[src/rtl/dbg_pkg.sv]
package dbg_pkg;
  localparam int REG_AW = 4;

  typedef enum logic [REG_AW-1:0] {
    RA_BP0    = 4'd0,
    RA_BP1    = 4'd1,
    RA_BP2    = 4'd2,
    RA_BP3    = 4'd3,
    RA_EN     = 4'd4,
    RA_SPACE  = 4'd5,
    RA_STEP   = 4'd6,
    RA_RESUME = 4'd7,
    RA_TRACE  = 4'd8,
    RA_CNT    = 4'd9
  } reg_addr_e;
endpackage

[src/rtl/dbg_bp_match.sv]
module dbg_bp_match #(
  parameter int AW     = 16,
  parameter int NUM_BP = 4
) (
  input  logic [NUM_BP-1:0][AW-1:0] bp_addr_i,
  input  logic [NUM_BP-1:0]         en_i,
  input  logic [NUM_BP-1:0]         space_i,
  input  logic [AW-1:0]             pc_i,
  input  logic                      retire_i,
  input  logic [AW-1:0]             daddr_i,
  input  logic                      dacc_i,
  output logic                      hit_o
);
  logic [NUM_BP-1:0] hit_vec;

  for (genvar g = 0; g < NUM_BP; g++) begin : g_cmp
    logic prog_hit, data_hit;
    assign prog_hit   = retire_i && (pc_i == bp_addr_i[g]);
    assign data_hit   = dacc_i && (daddr_i == bp_addr_i[g]);
    assign hit_vec[g] = en_i[g] && (space_i[g] ? data_hit : prog_hit);
  end

  // simultaneous hits count as one occurrence
  assign hit_o = |hit_vec;
endmodule

[src/rtl/dbg_trace_ring.sv]
module dbg_trace_ring #(
  parameter int AW    = 16,
  parameter int DEPTH = 6,
  localparam int IW   = $clog2(DEPTH)
) (
  input  logic          clk_i,
  input  logic          rst_ni,
  input  logic          we_i,
  input  logic          freeze_i,
  input  logic [AW-1:0] wdata_i,
  input  logic [IW-1:0] rd_idx_i,
  output logic [AW-1:0] rd_data_o
);
  logic [DEPTH-1:0][AW-1:0] mem_q;
  logic [IW-1:0]            wptr_q;
  logic [IW:0]              pos;

  always_ff @(posedge clk_i or negedge rst_ni) begin
    if (!rst_ni) begin
      mem_q  <= '0;
      wptr_q <= '0;
    end else if (we_i && !freeze_i) begin
      mem_q[wptr_q] <= wdata_i;
      wptr_q <= (wptr_q == IW'(DEPTH-1)) ? '0 : wptr_q + 1'b1;
    end
  end

  // newest entry sits one slot behind the write pointer
  always_comb begin
    pos = (IW+1)'(wptr_q) + (IW+1)'(DEPTH-1) - (IW+1)'(rd_idx_i);
    if (pos >= (IW+1)'(DEPTH)) pos = pos - (IW+1)'(DEPTH);
    rd_data_o = (rd_idx_i < IW'(DEPTH)) ? mem_q[pos[IW-1:0]] : '0;
  end

  assert_frozen_R11: assert property (@(posedge clk_i) disable iff (!rst_ni)
    freeze_i |=> wptr_q == $past(wptr_q));
  assert_wptr_range_R10: assert property (@(posedge clk_i) disable iff (!rst_ni)
    wptr_q < IW'(DEPTH));
endmodule

[src/rtl/dbg_halt_unit.sv]
module dbg_halt_unit
  import dbg_pkg::*;
#(
  parameter int AW       = 16,
  parameter int NUM_BP   = 4,
  parameter int CNT_W    = 8,
  parameter int TR_DEPTH = 6,
  localparam int TIW     = $clog2(TR_DEPTH)
) (
  input  logic              clk_i,
  input  logic              rst_ni,
  input  logic [AW-1:0]     pc_i,
  input  logic              retire_i,
  input  logic [AW-1:0]     daddr_i,
  input  logic              dacc_i,
  input  logic              ext_halt_ni,
  input  logic              reg_we_i,
  input  logic [REG_AW-1:0] reg_addr_i,
  input  logic [AW-1:0]     reg_wdata_i,
  output logic [AW-1:0]     reg_rdata_o,
  output logic              emu_req_o
);
  logic [NUM_BP-1:0][AW-1:0] bp_q;
  logic [NUM_BP-1:0]         en_q, space_q;
  logic                      step_q, halt_q;
  logic [CNT_W-1:0]          reload_q, cnt_q;
  logic [TIW-1:0]            tidx_q;
  logic [1:0]                sync_q;
  logic                      hit_raw, bp_hit, halt_set, resume, step_wr;
  logic [AW-1:0]             tr_data;

  dbg_bp_match #(.AW(AW), .NUM_BP(NUM_BP)) u_match (
    .bp_addr_i (bp_q),
    .en_i      (en_q),
    .space_i   (space_q),
    .pc_i      (pc_i),
    .retire_i  (retire_i),
    .daddr_i   (daddr_i),
    .dacc_i    (dacc_i),
    .hit_o     (hit_raw)
  );

  dbg_trace_ring #(.AW(AW), .DEPTH(TR_DEPTH)) u_trace (
    .clk_i     (clk_i),
    .rst_ni    (rst_ni),
    .we_i      (retire_i),
    .freeze_i  (halt_q),
    .wdata_i   (pc_i),
    .rd_idx_i  (tidx_q),
    .rd_data_o (tr_data)
  );

  assign step_wr  = reg_we_i && (reg_addr_i == RA_STEP);
  assign resume   = reg_we_i && (reg_addr_i == RA_RESUME) && reg_wdata_i[0];
  assign bp_hit   = hit_raw && !halt_q;
  assign halt_set = !sync_q[1] || (bp_hit && cnt_q == '0)
                 || (step_q && retire_i && !halt_q);

  always_ff @(posedge clk_i or negedge rst_ni) begin
    if (!rst_ni) begin
      bp_q     <= '0;
      en_q     <= '0;
      space_q  <= '0;
      step_q   <= 1'b0;
      reload_q <= '0;
      tidx_q   <= '0;
    end else if (reg_we_i) begin
      case (reg_addr_i)
        RA_EN:    en_q    <= reg_wdata_i[NUM_BP-1:0];
        RA_SPACE: space_q <= reg_wdata_i[NUM_BP-1:0];
        RA_STEP: begin
          step_q   <= reg_wdata_i[0];
          reload_q <= reg_wdata_i[CNT_W:1];
        end
        RA_TRACE: tidx_q  <= (reg_wdata_i < AW'(TR_DEPTH)) ? reg_wdata_i[TIW-1:0]
                                                          : TIW'(TR_DEPTH);
        default: if (reg_addr_i < REG_AW'(NUM_BP)) bp_q[reg_addr_i[1:0]] <= reg_wdata_i;
      endcase
    end
  end

  always_ff @(posedge clk_i or negedge rst_ni) begin
    if (!rst_ni) begin
      cnt_q  <= '0;
      sync_q <= 2'b11;
      halt_q <= 1'b0;
    end else begin
      sync_q <= {sync_q[0], ext_halt_ni};
      if (step_wr)                   cnt_q <= reg_wdata_i[CNT_W:1];
      else if (bp_hit && cnt_q != 0) cnt_q <= cnt_q - 1'b1;
      if (halt_set)    halt_q <= 1'b1;
      else if (resume) halt_q <= 1'b0;
    end
  end

  always_comb begin
    reg_rdata_o = '0;
    case (reg_addr_i)
      RA_BP0, RA_BP1, RA_BP2, RA_BP3: reg_rdata_o = bp_q[reg_addr_i[1:0]];
      RA_EN:    reg_rdata_o = AW'(en_q);
      RA_SPACE: reg_rdata_o = AW'(space_q);
      RA_STEP:  reg_rdata_o = AW'({reload_q, step_q});
      RA_TRACE: reg_rdata_o = tr_data;
      RA_CNT:   reg_rdata_o = AW'(cnt_q);
      default:  reg_rdata_o = '0;
    endcase
  end

  assign emu_req_o = halt_q;

  assert_ext_halt_R8: assert property (@(posedge clk_i) disable iff (!rst_ni)
    !sync_q[1] |=> halt_q);
  assert_hold_R9: assert property (@(posedge clk_i) disable iff (!rst_ni)
    halt_q && !resume |=> halt_q);
  assert_step_R7: assert property (@(posedge clk_i) disable iff (!rst_ni)
    step_q && retire_i && !halt_q |=> halt_q);
  assert_cnt_dec_R6: assert property (@(posedge clk_i) disable iff (!rst_ni)
    bp_hit && cnt_q != 0 && !step_wr |=> cnt_q == $past(cnt_q) - 1'b1);
  assert_halted_cnt_R11: assert property (@(posedge clk_i) disable iff (!rst_ni)
    halt_q && !step_wr |=> $stable(cnt_q));
endmodule

[config.mk]
export PLATFORM = sky130hd
export DESIGN_NAME = dbg_halt_unit
export DESIGN_NICKNAME = d
export VERILOG_FILES = /design/src/rtl/dbg_pkg.sv /design/src/rtl/dbg_bp_match.sv /design/src/rtl/dbg_trace_ring.sv /design/src/rtl/dbg_halt_unit.sv
export SDC_FILE = /design/constraint.sdc
export NUM_CORES = 1
export LEC_CHECK = 0
export BUFFER_PORTS_ARGS = -buffer_cell sky130_fd_sc_hd__buf_2
export CAP_MARGIN = 10
export CORE_AREA = 2 2 134 136
export DETAILED_ROUTE_END_ITERATION = 12
export DIE_AREA = 0 0 136 138
export PLACE_DENSITY_LB_ADDON = 0.05
export SLEW_MARGIN = 0
export SYNTH_ARGS = -nofsm -noshare
export SYNTH_HDL_FRONTEND = slang
export SYNTH_SLANG_ARGS = --single-unit
[constraint.sdc]
create_clock -name clk_i -period 7.74 [get_ports clk_i]
set_clock_uncertainty 0.1 [all_clocks]
set_input_delay 0 -clock clk_i [delete_from_list [all_inputs] [get_ports clk_i]]
set_output_delay 0 -clock clk_i [all_outputs]
set_load 0.01 [all_outputs]
-- After elaboration in Yosys (flattened, before gate mapping)
Cells that the tools add are included.
- muxes and demuxes: 23
- $add $sub $neg: 5
- bitwise gates (word level): 1
- reduce and logical (&&, ||, !) cells: 40
- $lt $le $gt $ge: 9
- equality and inequality tests: 18
- operator list (operator ; number):
    $eq 16x16->1 ; 8
    $bwmux 96 ; 1
    $pmux 16 s6 ; 1
    $mux 16 ; 5
    $bwmux 64 ; 1
    $bmux 16 s3 ; 1
    $demux 16 s3 ; 1
    $bmux 16 s2 ; 1
    $demux 16 s2 ; 1
    $logic_and 1x1->1 ; 23
    $eq 4x3->1 const B ; 4
    $lt 16x3->1 const B ; 1
    $mux 8 ; 2
    $reduce_or 4->1 ; 3
    $mux 3 ; 3
    $eq 4x2->1 const B ; 2
    $eq 4x4->1 const B ; 2
    $logic_not 8->1 ; 1
    $lt 3x4->1 const B ; 2
    $reduce_and 2->1 ; 4
    $reduce_bool 8->1 ; 1
    $sub 8x1->8 const B ; 1
    $mux 1 ; 6
    $add 3x3->4 const B ; 1
    17 further kinds ; 20
- register bits after elaboration: 194
- bits of input ports: 58
- output and inout bits: 17
- word-level logic and storage cells: 115

-- Logic depth before layout (Yosys ltp)
Gate-level depths: netlist of the first run.
- word-level depth: 10
- gate-level depth with buffers: 13
- depth with buffers taken out: 11

-- Cells and area by module
Synthesis of the first run repeated with hierarchy kept, for this count alone.
- cells, all modules: 886
- area, all modules: 11187.0 µm²
- by module, submodules not included (module ; instances ; area each (µm²) ; seq. area each (µm²) ; cells each):
    dbg_trace_ring ; 1 ; 4810.9 ; 2477.4 ; 323
    dbg_halt_unit ; 1 ; 4699.5 ; 2379.8 ; 365
    dbg_bp_match ; 1 ; 1676.6 ; 0.0 ; 198

-- Worst setup path before layout of the first run
No wires, ideal clock.
- path type: register -> output
- from: register u_trace.wptr_q[1]
- to: output reg_rdata_o[13]
- required time: 7640 ps
- data arrival time: 3053 ps
- cell stages (with the launch flop): 13
- setup slack: 4587 ps
- buffers on the path: 2
- path through: dfrtp_1 clkbuf_1 inv_1 ha_1 inv_1 ha_1 fa_1 nand2b_1 o21ai_1 clkbuf_1 mux4_2 a22oi_1 o21ai_0
- cells in the longest elaborated chain, start to end: 8
- elaborated cells on any way between the ends: 9
- those cells by class: 3 x add/sub; 1 x order compare; 5 x mux
- RTL lines (item ; RTL line ; RTL):
    start: declaration ; dbg_trace_ring.sv:15 ; logic [IW-1:0] wptr_q;
    start signal: assignment ; dbg_trace_ring.sv:24 ; wptr_q <= (wptr_q == IW'(DEPTH-1)) ? '0 : wptr_q + 1'b1;
    $add 3x3->4 * ; dbg_trace_ring.sv:30 ; pos = (IW+1)'(wptr_q) + (IW+1)'(DEPTH-1) - (IW+1)'(rd_idx_i);
    $sub 4x3->4 * ; dbg_trace_ring.sv:30 ;
    $ge 4x3->1 / $sub 3x3->3 (equally long branches) ; dbg_trace_ring.sv:31 ; if (pos >= (IW+1)'(DEPTH)) pos = pos - (IW+1)'(DEPTH);
    $mux 3 * ; dbg_trace_ring.sv:31 ;
    $bmux 16 s3 * ; dbg_trace_ring.sv:32 ; rd_data_o = (rd_idx_i < IW'(DEPTH)) ? mem_q[pos[IW-1:0]] : '0;
    $mux 16 (implied by the code) * ; dbg_trace_ring.sv:32 ;
    $mux 16 * ; dbg_trace_ring.sv:32 ;
    $pmux 16 s6 * ; dbg_halt_unit.sv:98 ; case (reg_addr_i)
    end: declaration ; dbg_halt_unit.sv:20 ; output logic [AW-1:0] reg_rdata_o,
Mark *: on every way between the ends. The rest lies on a longest branch, timed or not. The select of a mux whose other input is x is not followed.

-- Final worst setup path of the first run
- from: register u_trace.wptr_q[1]
- to: output reg_rdata_o[3]
Same word-level chain as after synthesis.

==> results.json, run 1 <==
{
  "fmax_ghz": 0.2296,
  "rsz0062_at_grt": "no",
  "drive_gt1_share_pct": 30.85,
  "slew_violations": 0,
  "worstSkewPairLatency_ns": 0.44,
  "top_level_ports": 75,
  "yosysWarningCount": 0,
  "antenna_found_initial": 0,
  "status": "completed",
  "path_class": "reg -> out",
  "setup_ws_ns": 3.384,
  "dpl_cell_area_mm2": 0.01152,
  "nNetsFinal": 1099,
  "drt-pass1-iter-count": 6,
  "dieWidth_um": 136,
  "dpl_worst_slack_ns": 3.926,
  "cpMaxStageDelayCell": "mux2i_1",
  "swShare_pct": 37.34,
  "cts_root_buf": "clkbuf_16",
  "die-area_mm2": 0.01877,
  "grt_use_total_pct": 36.13,
  "grt_pass1_wl_um": 50470,
  "num_vias": 8378,
  "drv_cap": 0,
  "start_util_pct": 62.96,
  "p_switching_mw": 1.244,
  "slew_headroom_pct": 26.08,
  "reg2reg_depth": 5,
  "finalHoldViolations": 0,
  "crit_arrival_ns": 4.26,
  "stdcell_area_mm2": 0.01249,
  "grt_pass1_vias": 8367,
  "ys_types": 53,
  "clock_sinks": 194,
  "tns_ns": 0,
  "fin_crit_ns": 4.356,
  "worstPathRequired_ns": 7.64,
  "clockBufferDepth": 2,
  "synthArstFlopShare_pct": 100.0,
  "synth-edff-count": 0,
  "coreArea_mm2": 0.01753,
  "crit_cells": 12,
  "power_leakage_nw": 5.615,
  "drtIter0Drc": 944,
  "antennaDiodeCount": 0,
  "syn-instance-count": 952,
  "postCtsSetupRepairBufs": 0,
  "crit_buf_inv": 3,
  "cts_made_buffers": 17,
  "powerDensity_mw_per_mm2": 266.7,
  "min_period_over_period_pct": 56.28,
  "grt_overflow": 0,
  "wl_met2_um": 15450,
  "path_delay_family": "multiplexers",
  "worst_setup_path_end_kind": "output pin",
  "vdd_drop_max_mv": 0.2454,
  "avgViaCountPerCell": 6.566,
  "io_buffers": 74,
  "seqPwrFrac_pct": 41.4,
  "finalWirelength_um": 32580,
  "post-route-util_pct": 71.21,
  "die_y_um": 138,
  "power.share.clock_pct": 27.9,
  "clk_pin_slew_worst_paths_ns": 0.08,
  "synth.avg_cell_area_um2": 11.60,
  "core.rowCount": 49,
  "critPathLaunchType": "flip-flop",
  "gp_congestion": 0.9983,
  "worst_pin_slew_ns": 1.105,
  "ys_ff_latch": 194,
  "wl_per_cell_um": 25.53,
  "top_layer_used": "met4",
  "power_mw": 3.331,
  "yosysSeqAreaShare_pct": 44.00,
  "path_cells": "inv_1, ha_1, inv_1, ha_1, fa_1, xnor2_1, mux2i_1, nor2_1, a221oi_1, a21oi_1, o21ai_0, buf_2",
  "synth_flop_cell": "dfrtp_1",
  "worst_hold_path_type": "in -> async",
  "grt_max_degree": 72,
  "syn_area_mm2": 0.01104,
  "dp_hpwl_um": 23030,
  "met1_length_um": 13620,
  "dr_wl_met3_um": 2356,
  "syn2layout_area_growth_pct": 13.11,
  "drc_errors": 0,
  "crit_path_max_fanout": 13,
  "cts_max_level": 4,
  "antenna_left": 0,
  "finalSetupViolations": 0,
  "p_comb_share_pct": 30.6,
  "synth_nets": 1017,
  "internal-power_mw": 2.087,
  "slowest_delay_ns": 0.91,
  "cts_tree": "yes"
}
-- cell type report --
cell class	count	area (µm²)
Inverter	10	37.54
Multi-Input combinational cell	693	5891
Sequential cell	194	4857
Clock buffer	18	439.2
Clock inverter	14	178.9
Tap cell	229	286.5
Timing Repair Buffer	118	797.0
Fill cell	1310	5047
-- cell usage in the layout (no fill, tap or decap), types with 10 or more instances in the layout --
master	synthesis	routed
or3_1	16	16
buf_2	22	73
mux2i_1	18	18
nor4_1	49	49
nor2_1	40	40
a22oi_1	13	13
o21ai_0	33	33
xor2_1	124	124
dlygate4sd3_1	0	35
dfrtp_1	192	192
nand2_1	63	63
nand4_1	17	17
inv_1	10	10
nand3_1	17	17
mux2_2	172	172
clkbuf_16	0	17
mux4_2	27	27
xnor2_1	11	11
-- metal layers --
metal	track usage [%]	up-vias
li1	-	3658
met1	50.40	4217
met2	56.60	411
met3	6.344	92
met4	14.14	0
met5	0	-
-- logic make-up after synthesis --
logic type / Yosys count / share of synthesized area (%)
AOI/OAI and AO/OA: 91 / 5.440
xor gates and xnor gates: 135 / 10.71
muxes: 217 / 24.69
buffers and inverters: 65 / 2.663
and+or+nand+nor: 243 / 11.64
adders and majority gates: 7 / 0.8614
DFF: 194 / 44.00
-- final timing paths --
path	endpoint	from	slack [ns]
max in group asynchronous	bp_q[50]$_DFFE_PN0P_	rst_ni	6.18
setup reg to reg	u_trace.mem_q[25]$_DFFE_PN0P_	emu_req_o$_DFFE_PN0P_	5.02
setup / recovery	reg_rdata_o[3]	u_trace.wptr_q[1]$_DFFE_PN0P_	3.38
min in group clk_i	u_trace.wptr_q[0]$_DFFE_PN0P_	retire_i	0.05
hold / removal	u_trace.mem_q[68]$_DFFE_PN0P_	rst_ni	0.0008
hold reg to reg	sync_q[1]$_DFF_PN1_	sync_q[0]$_DFF_PN1_	0.26
-- metrics by stage --
stage,cells,hold slack [ns]
floorplan,952,-0.3956
global route,1276,0.03873
CTS,1276,0.02039
global placement,1209,-0.06928
detailed placement,1209,-0.06958
finish,1276,0.0008367
-- registers in the layout, summed over array words and instances (netlist names), 2 cells and up --
signal and flops:
u_trace.mem_q 96, bp_q 64, cnt_q 8, reload_q 8
en_q 4, space_q 4, tidx_q 3, u_trace.wptr_q 3
sync_q 2
-- synth_stat cells (4+ instances only) --
library cell  number  share of area (%)
a21oi_1            5               0.23
a221oi_1           4               0.32
a222oi_1           4               0.36
a22oi_1           13               0.88
a31oi_1            7               0.40
buf_2             22                1.0
clkbuf_1          26               0.88
dfrtp_1          192                 44
ha_1               6               0.68
inv_1             10               0.34
mux2_2           172                 18
mux2i_1           18                1.6
mux4_2            27                5.5
nand2_1           63                2.1
nand2b_1           7               0.40
nand3_1           17               0.77
nand3b_1           6               0.41
nand4_1           17               0.96
nor2_1            40                1.4
nor2b_1            6               0.34
nor4_1            49                2.8
o21ai_0           33                1.5
o22ai_1            5               0.28
o32ai_1            4               0.32
or3_1             16               0.91
or4_1              7               0.48
xnor2_1           11               0.87
xor2_1           124                9.8
-- what timing repair did --
action / in CTS / in global routing
resized for setup: 0 / 0
hold buffers: 35 / 0
endpoints found under the hold margin: 254 / 0
-- power by group through the flow --
stage	combinational [mW]	sequential [mW]	clock [mW]
6_report	1.02	1.38	0.930
5_1_grt	1.10	1.39	0.981
4_1_cts	1.01	1.37	0.938
3_5_place_dp	0.989	1.39	0
3_3_place_gp	0.973	1.39	0
2_1_floorplan	0.737	1.29	0
Power figures use the tool's default switching activity.
==> run 2: changes to the inputs <==
- CORE_AREA: 2 2 134 136 -> 2 2 145 147
- DIE_AREA: 0 0 136 138 -> 0 0 147 149
- clock period: 7.74 -> 4 ns (I/O delays scaled with it)
==> run 2 against run 1 <==
Compared with the run above: sequential cell count did not move; largest cell class unchanged; worst hold slack better by 0.014 ns; count of clock-buffer cells in the layout stayed put; clock power is 91% higher; non-clock buffer count is 3 higher; sequential share of layout area decreased by 0.32 points; power grew 95%; combinational power grew 100%; critical path depth unchanged; first-iteration DRC count is 22% lower.
==> results.json, run 2 (synthesized netlist as in run 1, its figures left out) <==
{
  "grt_use_total_pct": 31.26,
  "seqPwrFrac_pct": 40.8,
  "power_mw": 6.488,
  "syn2layout_area_growth_pct": 14.07,
  "finalHoldViolations": 0,
  "die-area_mm2": 0.02190,
  "clock_sinks": 194,
  "top_regs": "u_trace.mem_q (96), bp_q (64)",
  "post-route-util_pct": 61.25,
  "grt_pass1_vias": 8075,
  "worst_hold_path_type": "in -> reg",
  "drt-pass1-iter-count": 7,
  "rrSetupSlack_ns": 1.36,
  "start_util_pct": 53.70,
  "dieWidth_um": 147,
  "crit_path_max_fanout": 16,
  "worstSkewPairLatency_ns": 0.45,
  "power.share.clock_pct": 27.5,
  "p_switching_mw": 2.416,
  "drc_errors": 0,
  "die_y_um": 149,
  "finalWirelength_um": 33340,
  "worst_setup_path_end_kind": "output pin",
  "powerDensity_mw_per_mm2": 515.3,
  "slew_violations": 0,
  "final_common_cell": "dfrtp_1",
  "grt_overflow": 0,
  "min_period_over_period_pct": 95.43,
  "clk_pin_slew_worst_paths_ns": 0.07,
  "p_comb_share_pct": 31.8,
  "cts_max_level": 4,
  "worst_pin_slew_ns": 1.207,
  "cts_made_buffers": 17,
  "clockBufferDepth": 2,
  "gp_congestion": 0.9497,
  "status": "completed",
  "drive_gt1_share_pct": 31.24,
  "grt_pass1_wl_um": 50250,
  "antenna_left": 0,
  "tns_ns": 0,
  "wl_per_cell_um": 25.14,
  "hp-start": "retire_i",
  "antenna_found_initial": 1,
  "drtIter0Drc": 734,
  "slew_headroom_pct": 19.34,
  "power_leakage_nw": 5.640,
  "io_buffers": 74,
  "largest_register_ffs": 96,
  "r2r_start": "bp_q[47]$_DFFE_PN0P_",
  "dp_hpwl_um": 24160,
  "rsz0062_at_grt": "no",
  "path_class": "reg -> out",
  "top_level_ports": 75,
  "num_vias": 8326,
  "nNetsFinal": 1102,
  "regMostFlops": "u_trace.mem_q",
  "fin_crit_ns": 3.817,
  "cts_root_buf": "clkbuf_16",
  "swShare_pct": 37.23,
  "worstPathRequired_ns": 3.90,
  "reg2reg_depth": 7,
  "min_path_cells": 4,
  "cts_tree": "yes",
  "finalSetupViolations": 0,
  "hold_end": "u_trace.wptr_q[0]$_DFFE_PN0P_",
  "drv_cap": 0,
  "crit_arrival_ns": 3.72,
  "internal-power_mw": 4.073,
  "reg2reg_to": "cnt_q[4]$_DFFE_PN0P_",
  "fillerInstances": 1667,
  "avgViaCountPerCell": 6.279,
  "core.rowCount": 53,
  "critPathLaunchType": "flip-flop",
  "fmax_ghz": 0.2620,
  "vdd_drop_max_mv": 0.3336,
  "final_cell_mix": "192 x dfrtp_1, 172 x mux2_2, 124 x xor2_1",
  "coreArea_mm2": 0.02056,
  "grt_max_degree": 125
}
==> run 2: cell count changes in the layout (fill, tap and decap cells not counted), sizes merged <==
cell / delta
clkinvlp: +1
buf: +3
inv: -1
diode: +1
==> run 2: per-stage QoR <==
stage / cells / hold slack (ns) / worst slack, ns / cell area [µm²]
floorplan: 952 / -0.3956 / 0.8470 / 11040
global placement: 1258 / 0.005612 / 0.5696 / 11620
detailed placement: 1258 / 0.01182 / 0.4230 / 11620
CTS: 1325 / 0.0006485 / 0.1161 / 12580
global route: 1325 / 0.07703 / 0.01241 / 12590
finish: 1326 / 0.01491 / 0.1826 / 12590
==> run 2: critical path, stage by stage (launching register included) <==
cell      delay, ns
dfrtp_1        0.47
inv_1          0.09
ha_1           0.28
inv_1          0.04
ha_1           0.21
fa_1           0.47
nand2b_1       0.22
o21ai_1        0.14
buf_4          0.25
mux4_2         0.34
a22oi_1        0.38
o22ai_1        0.18
buf_2          0.20
==> run 2: worst max path at each step <==
stage	cells after the start	endpoint	slack, ns	start
after global placement	11	reg_rdata_o[8]	0.57	u_trace.wptr_q[1]$_DFFE_PN0P_
after global routing	12	reg_rdata_o[8]	0.01	u_trace.wptr_q[1]$_DFFE_PN0P_
after floorplan	12	reg_rdata_o[13]	0.85	u_trace.wptr_q[1]$_DFFE_PN0P_
final	12	reg_rdata_o[8]	0.18	u_trace.wptr_q[1]$_DFFE_PN0P_
after detailed placement	11	reg_rdata_o[8]	0.42	u_trace.wptr_q[1]$_DFFE_PN0P_
after CTS	11	reg_rdata_o[8]	0.12	u_trace.wptr_q[1]$_DFFE_PN0P_
==> run 2: metal layers <==
layer / global-route usage [%] / up-vias / routed length (µm)
li1: - / 3675 / -
met1: 43.74 / 4189 / 14510
met2: 48.05 / 374 / 15170
met3: 4.801 / 88 / 2099
met4: 15.34 / 0 / 1556
met5: 0 / - / 0
==> run 2: final cells by class <==
class	count	area, µm²	area share (%)
inverters	10	37.54	0.2981
diodes	1	2.502	0.01987
clock inverters	14	166.4	1.322
well taps	275	344.1	2.733
multi-input cells	693	5901	46.86
clock buffers	18	439.2	3.488
repair buffers	121	844.6	6.707
flip-flops and latches	194	4857	38.57
==> run 2: power by group through the flow <==
stage	Sequential [mW]	Combinational, mW	Clock (mW)
4_1_cts	2.63	2.04	1.81
5_1_grt	2.68	2.21	1.89
2_1_floorplan	2.50	1.43	0
6_report	2.65	2.06	1.78
3_5_place_dp	2.66	2.00	0
3_3_place_gp	2.67	1.99	0
==> run 2: repair_timing <==
item                                    CTS  global route
cloned                                    0             0
setup buffers                             0             0
endpoints found under the hold margin   313             0
gates resized for setup                   1             1
hold buffers                             35             0
endpoints found under the setup margin    1             1
==> run 3: changes to the inputs <==
- RECOVER_POWER: not set -> 50
==> run 3 against run 2 <==
Compared with the run above: the run now ends with max-capacitance violations, max-slew violations left; count of clock-buffer cells in the layout unchanged; core utilization decreased by 0.073 points; die area unchanged; final cell count unchanged; first-iteration DRC count increased by 1.5%; via count decreased by 0.40%; sequential cell count unchanged; highest routed layer unchanged; worst setup slack improved by 0.011 ns; power about the same; design area decreased by 0.12%.
==> results.json, run 3 (synthesized netlist as in run 1, its figures left out) <==
{
  "nNetsFinal": 1102,
  "worstPathRequired_ns": 3.90,
  "vdd_drop_max_mv": 0.3344,
  "worst_hold_path_type": "in -> reg",
  "fillerInstances": 1671,
  "rsz0062_at_grt": "no",
  "finalSetupViolations": 0,
  "crit_path_max_fanout": 16,
  "start_util_pct": 53.70,
  "clk_pin_slew_worst_paths_ns": 0.08,
  "io_buffers": 74,
  "power_leakage_nw": 5.628,
  "p_switching_mw": 2.410,
  "tns_ns": 0,
  "grt_pass1_vias": 8075,
  "gp_congestion": 0.9497,
  "core.rowCount": 53,
  "fmax_ghz": 0.2627,
  "drc_errors": 0,
  "coreArea_mm2": 0.02056,
  "grt_pass1_wl_um": 50250,
  "syn2layout_area_growth_pct": 13.93,
  "worstSkewPairLatency_ns": 0.45,
  "finalHoldViolations": 0,
  "fin_crit_ns": 3.807,
  "dpl_worst_slack_ns": 0.4230,
  "cts_tree": "yes",
  "critPathLaunchType": "flip-flop",
  "internal-power_mw": 4.072,
  "drive_gt1_share_pct": 30.95,
  "power.share.clock_pct": 27.4,
  "dieWidth_um": 147,
  "rrSetupSlack_ns": 1.34,
  "grt_use_total_pct": 31.26,
  "path_class": "reg -> out",
  "antenna_found_initial": 1,
  "cts_root_buf": "clkbuf_16",
  "drv_cap": 1,
  "slew_headroom_pct": -105.8,
  "wl_per_cell_um": 25.13,
  "violations": "max-capacitance violations, max-slew violations",
  "die-area_mm2": 0.02190,
  "top_level_ports": 75,
  "clockBufferDepth": 2,
  "use_met3_pct": 4.801,
  "num_vias": 8293,
  "avgViaCountPerCell": 6.254,
  "dpl.cell_count": 1258,
  "min_period_over_period_pct": 95.17,
  "slew_violations": 124,
  "post-route-util_pct": 61.18,
  "largest_register_ffs": 96,
  "globalRouteMet2Util_pct": 48.05,
  "seqPwrFrac_pct": 40.8,
  "powerDensity_mw_per_mm2": 515.4,
  "worst_pin_slew_ns": 3.087,
  "finalWirelength_um": 33320,
  "p_comb_share_pct": 31.8,
  "drt-pass1-iter-count": 5,
  "final_common_cell": "dfrtp_1",
  "worst_setup_path_end_kind": "output pin",
  "dp_hpwl_um": 24160,
  "grt_overflow": 0,
  "dpl_cell_area_mm2": 0.01162,
  "finalNonFillerCells": 1326,
  "regMostFlops": "u_trace.mem_q",
  "swShare_pct": 37.18,
  "drtIter0Drc": 745,
  "grt_max_degree": 125,
  "setup_ws_ns": 0.1932,
  "cts_max_level": 4,
  "clock_sinks": 194,
  "final_cell_mix": "192 x dfrtp_1, 172 x mux2_2, 124 x xor2_1",
  "gr-usage-met1_pct": 43.74,
  "die_y_um": 149,
  "top_regs": "u_trace.mem_q (96), bp_q (64)",
  "status": "complete, but fails checks",
  "stdcell_area_mm2": 0.01258,
  "cts_made_buffers": 17,
  "crit_arrival_ns": 3.71,
  "top_usage_layer": "met2",
  "antenna_left": 0
}
[run 3: what timing repair did]
| item | 4_1_cts | 5_1_grt |
|---|---|---|
| setup buffers | 0 | 0 |
| setup endpoints to repair | 1 | 1 |
| gates resized for setup | 1 | 1 |
| hold buffers | 35 | 0 |
| endpoints found under the hold margin | 313 | 0 |
[run 3: worst paths after layout]
| kind | startpoint | end | cells after the start |
|---|---|---|---|
| setup / recovery | u_trace.wptr_q[1]$_DFFE_PN0P_ | reg_rdata_o[8] | 12 |
| min in group asynchronous | rst_ni | u_trace.mem_q[36]$_DFFE_PN0P_ | 2 |
| max in group asynchronous | rst_ni | bp_q[57]$_DFFE_PN0P_ | 2 |
| hold / removal | ext_halt_ni | sync_q[0]$_DFF_PN1_ | 2 |
| setup reg to reg | bp_q[47]$_DFFE_PN0P_ | cnt_q[4]$_DFFE_PN0P_ | 7 |
| hold reg to reg | sync_q[0]$_DFF_PN1_ | sync_q[1]$_DFF_PN1_ | 0 |
[run 3: power by group through the flow]
| stage | Sequential, mW | Combinational [mW] | Clock, mW |
|---|---|---|---|
| after global placement | 2.67 | 1.99 | 0 |
| after global routing | 2.68 | 2.21 | 1.89 |
| final | 2.64 | 2.06 | 1.78 |
| after detailed placement | 2.66 | 2.00 | 0 |
| after floorplan | 2.50 | 1.43 | 0 |
| after CTS | 2.63 | 2.04 | 1.81 |
[run 3: area by class of cell]
type                       count  area [µm²]  share of cell area, %
multi-input combinational    693        5901                  46.92
antenna                        1       2.502                0.01990
clock inverter                14       166.4                  1.323
timing repair buffer         121       829.5                  6.596
sequential                   194        4857                  38.62
inverter                      10       37.54                 0.2984
clock buffer                  18       439.2                  3.492
tap                          275       344.1                  2.736
[run 3: worst max-delay path: stages, from the launching register on]
cell	delay (ns)
dfrtp_1	0.47
inv_1	0.09
ha_1	0.28
inv_1	0.04
ha_1	0.21
fa_1	0.47
nand2b_1	0.22
o21ai_1	0.14
buf_4	0.26
mux4_2	0.34
a22oi_1	0.37
o22ai_1	0.18
buf_2	0.20
[run 3: layer usage]
| layer | vias up | wire [µm] |
|---|---|---|
| met1 | 4197 | 14490 |
| li1 | 3667 | - |
| met3 | 80 | 2053 |
| met2 | 349 | 15300 |
| met5 | - | 0 |
| met4 | 0 | 1481 |
[run 3: stage by stage]
stage	total power, mW	hold slack (ns)
2_1_floorplan	3.921	-0.3956
3_3_place_gp	4.651	0.005612
3_5_place_dp	4.668	0.01182
4_1_cts	6.483	0.0006485
5_1_grt	6.779	0.09905
6_report	6.483	0.09852
